--- config.mk ---
export PLATFORM = sky130hd
export DESIGN_NAME = mem_port_ctrl
export DESIGN_NICKNAME = d
export VERILOG_FILES = /design/src/rtl/mem_port_ctrl.sv
export SDC_FILE = /design/constraint.sdc
export NUM_CORES = 1
export LEC_CHECK = 0
export BUFFER_PORTS_ARGS = -buffer_cell sky130_fd_sc_hd__buf_2
export CORE_AREA = 10 10 114 116
export DETAILED_ROUTE_END_ITERATION = 8
export DIE_AREA = 0 0 124 126
export MAX_ROUTING_LAYER = met4
export SYNTH_ARGS = -nofsm -noshare
export SYNTH_HDL_FRONTEND = slang
export SYNTH_SLANG_ARGS = --single-unit
export TNS_END_PERCENT = 50
--- constraint.sdc ---
create_clock -name clk -period 1.53 [get_ports clk]
set_input_delay 0.306 -clock clk [delete_from_list [all_inputs] [get_ports clk]]
set_output_delay 0.306 -clock clk [all_outputs]
set_load 0.01 [all_outputs]
--- src/rtl/mem_port_ctrl.sv ---
module mem_port_ctrl #(
  parameter int ADDR_W = 32,
  parameter int DATA_W = 32,
  parameter int BYTE_W = 8
) (
  input  logic              clk,
  input  logic              rst_n,
  input  logic              rd_req,
  input  logic              wr_req,
  input  logic              fetch_req,
  input  logic              sign_ext,
  input  logic [ADDR_W-1:0] mar,
  input  logic [DATA_W-1:0] wr_data,
  input  logic [ADDR_W-1:0] pc,
  output logic [ADDR_W+1:0] dmem_addr,
  output logic              dmem_rd,
  output logic              dmem_wr,
  output logic [DATA_W-1:0] dmem_wdata,
  input  logic [DATA_W-1:0] dmem_rdata,
  output logic [ADDR_W-1:0] imem_addr,
  output logic              imem_rd,
  input  logic [BYTE_W-1:0] imem_rdata,
  output logic [DATA_W-1:0] mdr,
  output logic              mdr_valid,
  output logic [BYTE_W-1:0] mbr,
  output logic              mbr_valid,
  output logic [DATA_W-1:0] mbr_bus,
  output logic              rdwr_clash
);
  localparam int EXT_W = DATA_W - BYTE_W;

  logic rd_pend, ft_pend;

  assign rdwr_clash = rd_req & wr_req;
  assign dmem_rd    = rd_req & ~wr_req;
  assign dmem_wr    = wr_req & ~rd_req;
  assign dmem_addr  = {mar, 2'b00};
  assign dmem_wdata = wr_data;
  assign imem_rd    = fetch_req;
  assign imem_addr  = pc;

  always_ff @(posedge clk) begin
    if (!rst_n) begin
      rd_pend   <= 1'b0;
      ft_pend   <= 1'b0;
      mdr       <= '0;
      mbr       <= '0;
      mdr_valid <= 1'b0;
      mbr_valid <= 1'b0;
    end else begin
      rd_pend   <= dmem_rd;
      ft_pend   <= imem_rd;
      mdr_valid <= rd_pend;
      mbr_valid <= ft_pend;
      if (rd_pend) mdr <= dmem_rdata;
      if (ft_pend) mbr <= imem_rdata;
    end
  end

  assign mbr_bus = sign_ext ? {{EXT_W{mbr[BYTE_W-1]}}, mbr} : {{EXT_W{1'b0}}, mbr};

  AST_RD_LATENCY: assert property (@(posedge clk) disable iff (!rst_n)
    dmem_rd |=> ##1 mdr_valid);
  AST_MDR_HOLD: assert property (@(posedge clk) disable iff (!rst_n)
    !mdr_valid |-> $stable(mdr));
  AST_FETCH_LATENCY: assert property (@(posedge clk) disable iff (!rst_n)
    imem_rd |=> ##1 mbr_valid);
  AST_MBR_HOLD: assert property (@(posedge clk) disable iff (!rst_n)
    !mbr_valid |-> $stable(mbr));
  AST_CLASH_NO_LOAD: assert property (@(posedge clk) disable iff (!rst_n)
    rdwr_clash && !$past(dmem_rd) |=> ##1 !mdr_valid);
  AST_ZERO_EXT: assert property (@(posedge clk) disable iff (!rst_n)
    !sign_ext |-> mbr_bus[DATA_W-1:BYTE_W] == '0);
endmodule

# Yosys cells after proc, flatten, opt, wreduce, memory -nomap -nowiden
# Index checks and enable logic that the tools add are counted.
# word_totals
reg_bits,44
inputBits,142
wordCells,12
# classes
bitwise,5
n_mux,1
# op_table
operator,count
two-way mux 32 bit,1
AND 1 bit,3
NOT 1 bit,2

# Longest topological paths before layout
# depth
depth_word,2
depth_mapped,4
ltp_nobuf,2

# Least setup slack after synthesis
# Ideal clock, no wire load.
# synth_timing
path_type,flip-flop to output port
from,reg mbr[7]
to,out mbr_bus[10]
required_ps,1224
arrival_ps,1184
stages_incl_launch_ff,3
slack_ps,40
cell_sequence,dfxtp_1 > and2_1 > buf_4
# synth_between
elab_chain_len,1
# synth_rtl
item,line,source
start: declaration,25,"output logic [BYTE_W-1:0] mbr,"
start signal: assignment,56,if (ft_pend) mbr <= imem_rdata;
two-way mux 32 bit,60,"assign mbr_bus = sign_ext ? {{EXT_W{mbr[BYTE_W-1]}}, mbr} : {{EXT_W{1'b0}}, mbr};"
end: declaration,27,"output logic [DATA_W-1:0] mbr_bus,"
# No other way between the ends.

# Final worst setup path
# layout_timing
from,reg mbr[7]
to,out mbr_bus[26]
# The elaborated chain is that of the path after synthesis.

==> impl_metrics.env <==
export IMPL_outcome="completed"
export IMPL_clock_sinks=44
export IMPL_critPathMaxStageDelay_ps=380
export IMPL_endpoint_kind="output pin"
export IMPL_routedWlPerCell_um=18.5
export IMPL_gp_congestion=0.684
export IMPL_dpl_hpwl_um=6410
export IMPL_vdd_drop_max_mv=0.311
export IMPL_grt_max_degree=34
export IMPL_cts_buffer_depth=2
export IMPL_cts_hold_repair_buffers=0
export IMPL_cpLargestDelayFamily="flip-flops"
export IMPL_fin_skew_ps=2.95
export IMPL_reg2reg_setup_slack_ps=540
export IMPL_tritoncts="done"
export IMPL_grt_pass1_wl_um=10100
export IMPL_hold_viol_final=0
export IMPL_max_freq_mhz=707
export IMPL_min_path_type="in -> reg"
export IMPL_slowest_stage="dfxtp_1"
export IMPL_h_tree_depth=2
export IMPL_post_route_period_util_pct=92.4
export IMPL_detail_route_antenna_nets=0
export IMPL_critical_path_peak_fanout=24
export IMPL_critPathBufInv=1
export IMPL_powerDensity_nw_per_um2=911
export IMPL_core_um2=10700
export IMPL_required_ps=1220
export IMPL_vias=1530
export IMPL_grt_overflow_total=0
export IMPL_synthCells=272
export IMPL_drive_gt1_share_pct=50.6
export IMPL_synth_cell_types=9
export IMPL_final_cell_mix="buf_2 (122), dfxtp_1 (43), nor2b_1 (42)"
export IMPL_ys_ff_latch=44
export IMPL_fin_nets=409
export IMPL_yosysWarnings=0
export IMPL_layout_commonest_cell="buf_2"
export IMPL_port_buffer_count=123
export IMPL_final_util_pct=23.7
export IMPL_cp_cell_sequence="and2_4, buf_4"
export IMPL_power_mw=2.31
export IMPL_num_rows=38
export IMPL_cts_buffers=5
export IMPL_cts_setup_buffers=0
export IMPL_slew_viol_final=0
export IMPL_cap_viol_max_count=0
export IMPL_period_needed_ps=1410
export IMPL_clk_latency_ps=290
export IMPL_route_detailed_drc=0
export IMPL_cts_root_buf="clkbuf_8"
export IMPL_grt_total_usage_pct=8.89
export IMPL_avgSynthCellArea_um2=9.76
export IMPL_start_util_pct=24.8
export IMPL_die_h_um=126
export IMPL_yosysSeqAreaShare_pct=33.2
export IMPL_ioPinCount=318
export IMPL_finalSetupTns_ps=0
export IMPL_routed_wl_um=7530
export IMPL_firstDrtPassIters=2
export IMPL_cp_arrival_ps=1110
export IMPL_antenna_found_initial=1
export IMPL_area_growth_pct=-4.62
export IMPL_critPathKind="reg -> out"
export IMPL_rsz0062_at_grt="no"
export IMPL_avgViaCountPerCell=3.75
export IMPL_synth_area_um2=2660
export IMPL_setup_viol=0
export IMPL_path_clk_slew_ps=80
export IMPL_dieArea_um2=15600
export IMPL_cp_start_kind="flip-flop"
export IMPL_die_w_um=124
export IMPL_fin_hold_ws_ps=247
export IMPL_leakagePower_nw=1.21
export IMPL_first_global_vias=1588
export IMPL_drt_iter0_markers=36
[metrics by stage]
| stage | worst slack (ps) | cells | instance area, um^2 |
|---|---|---|---|
| floorplan | 39.8 | 273 | 2660 |
| global placement | 113 | 400 | 2430 |
| detailed placement | 76.7 | 400 | 2430 |
| CTS | 54.9 | 407 | 2530 |
| global route | 1.92 | 408 | 2530 |
| finish | 116 | 408 | 2530 |
[cell families after synthesis]
kind of cell	Yosys count	synth area share [%]
buf+inv	139	40.3
simple gates	48	11.3
flops	44	33.2
mux	40	15.1
other cells	1	0.141
[state kept, by name, indices dropped and copies added (netlist names)]
register and cells:
ft_pend 1, rd_pend 1, mbr 8, mbr_valid 1, mdr 32, mdr_valid 1
[metal layers]
layer | vias up | part of all wire (%) | GRT usage [%]
met4 | 0 | 4.1 | 4.88
met5 | - | 0 | -
met1 | 661 | 30 | 7.71
li1 | 706 | - | -
met2 | 128 | 51 | 15.2
met3 | 35 | 16 | 4.47
[area by class of cell]
cell class              instances  area (um^2)
diodes                          1         2.50
clock buffers                   7         96.3
fillers                      1188         8170
multi-input cells              90          711
flip-flops and latches         44          882
well taps                     140          175
repair buffers                126          666
[synthesized netlist by cell type]
master / instances / area [um^2]
buf_12: 3 / 60.1
mux2i_1: 40 / 400
nor2b_1: 42 / 263
clkbuf_1: 4 / 15.0
buf_6: 1 / 11.3
conb_1: 1 / 3.75
dfxtp_1: 44 / 881
and2_1: 6 / 37.5
buf_4: 131 / 983
[what timing repair did]
item / 4_1_cts / 5_1_grt
setup endpoints to repair: 24 / 1
resized for setup: 2 / 1
pin swaps: 0 / 1
gates cloned: 0 / 0
[path summary, 6_finish.rpt]
path | cells past startpoint | from | endpoint
worst max-delay path | 2 | mbr[7]$_SDFFE_PN0P_ | mbr_bus[26]
worst min-delay path | 2 | fetch_req | ft_pend$_SDFF_PN0_
worst max register to register | 3 | rd_pend$_SDFF_PN0_ | mdr[28]$_SDFFE_PN0P_
worst min register to register | 2 | mdr[20]$_SDFFE_PN0P_ | mdr[20]$_SDFFE_PN0P_
[report_power, final]
part	switching [mW]	total [mW]	internal, mW
sequential	0.0231	1.21	1.19
combinational	0.154	0.317	0.163
clock	0.377	0.780	0.402
total	0.554	2.31	1.75
(Power assumes the default switching activity.)
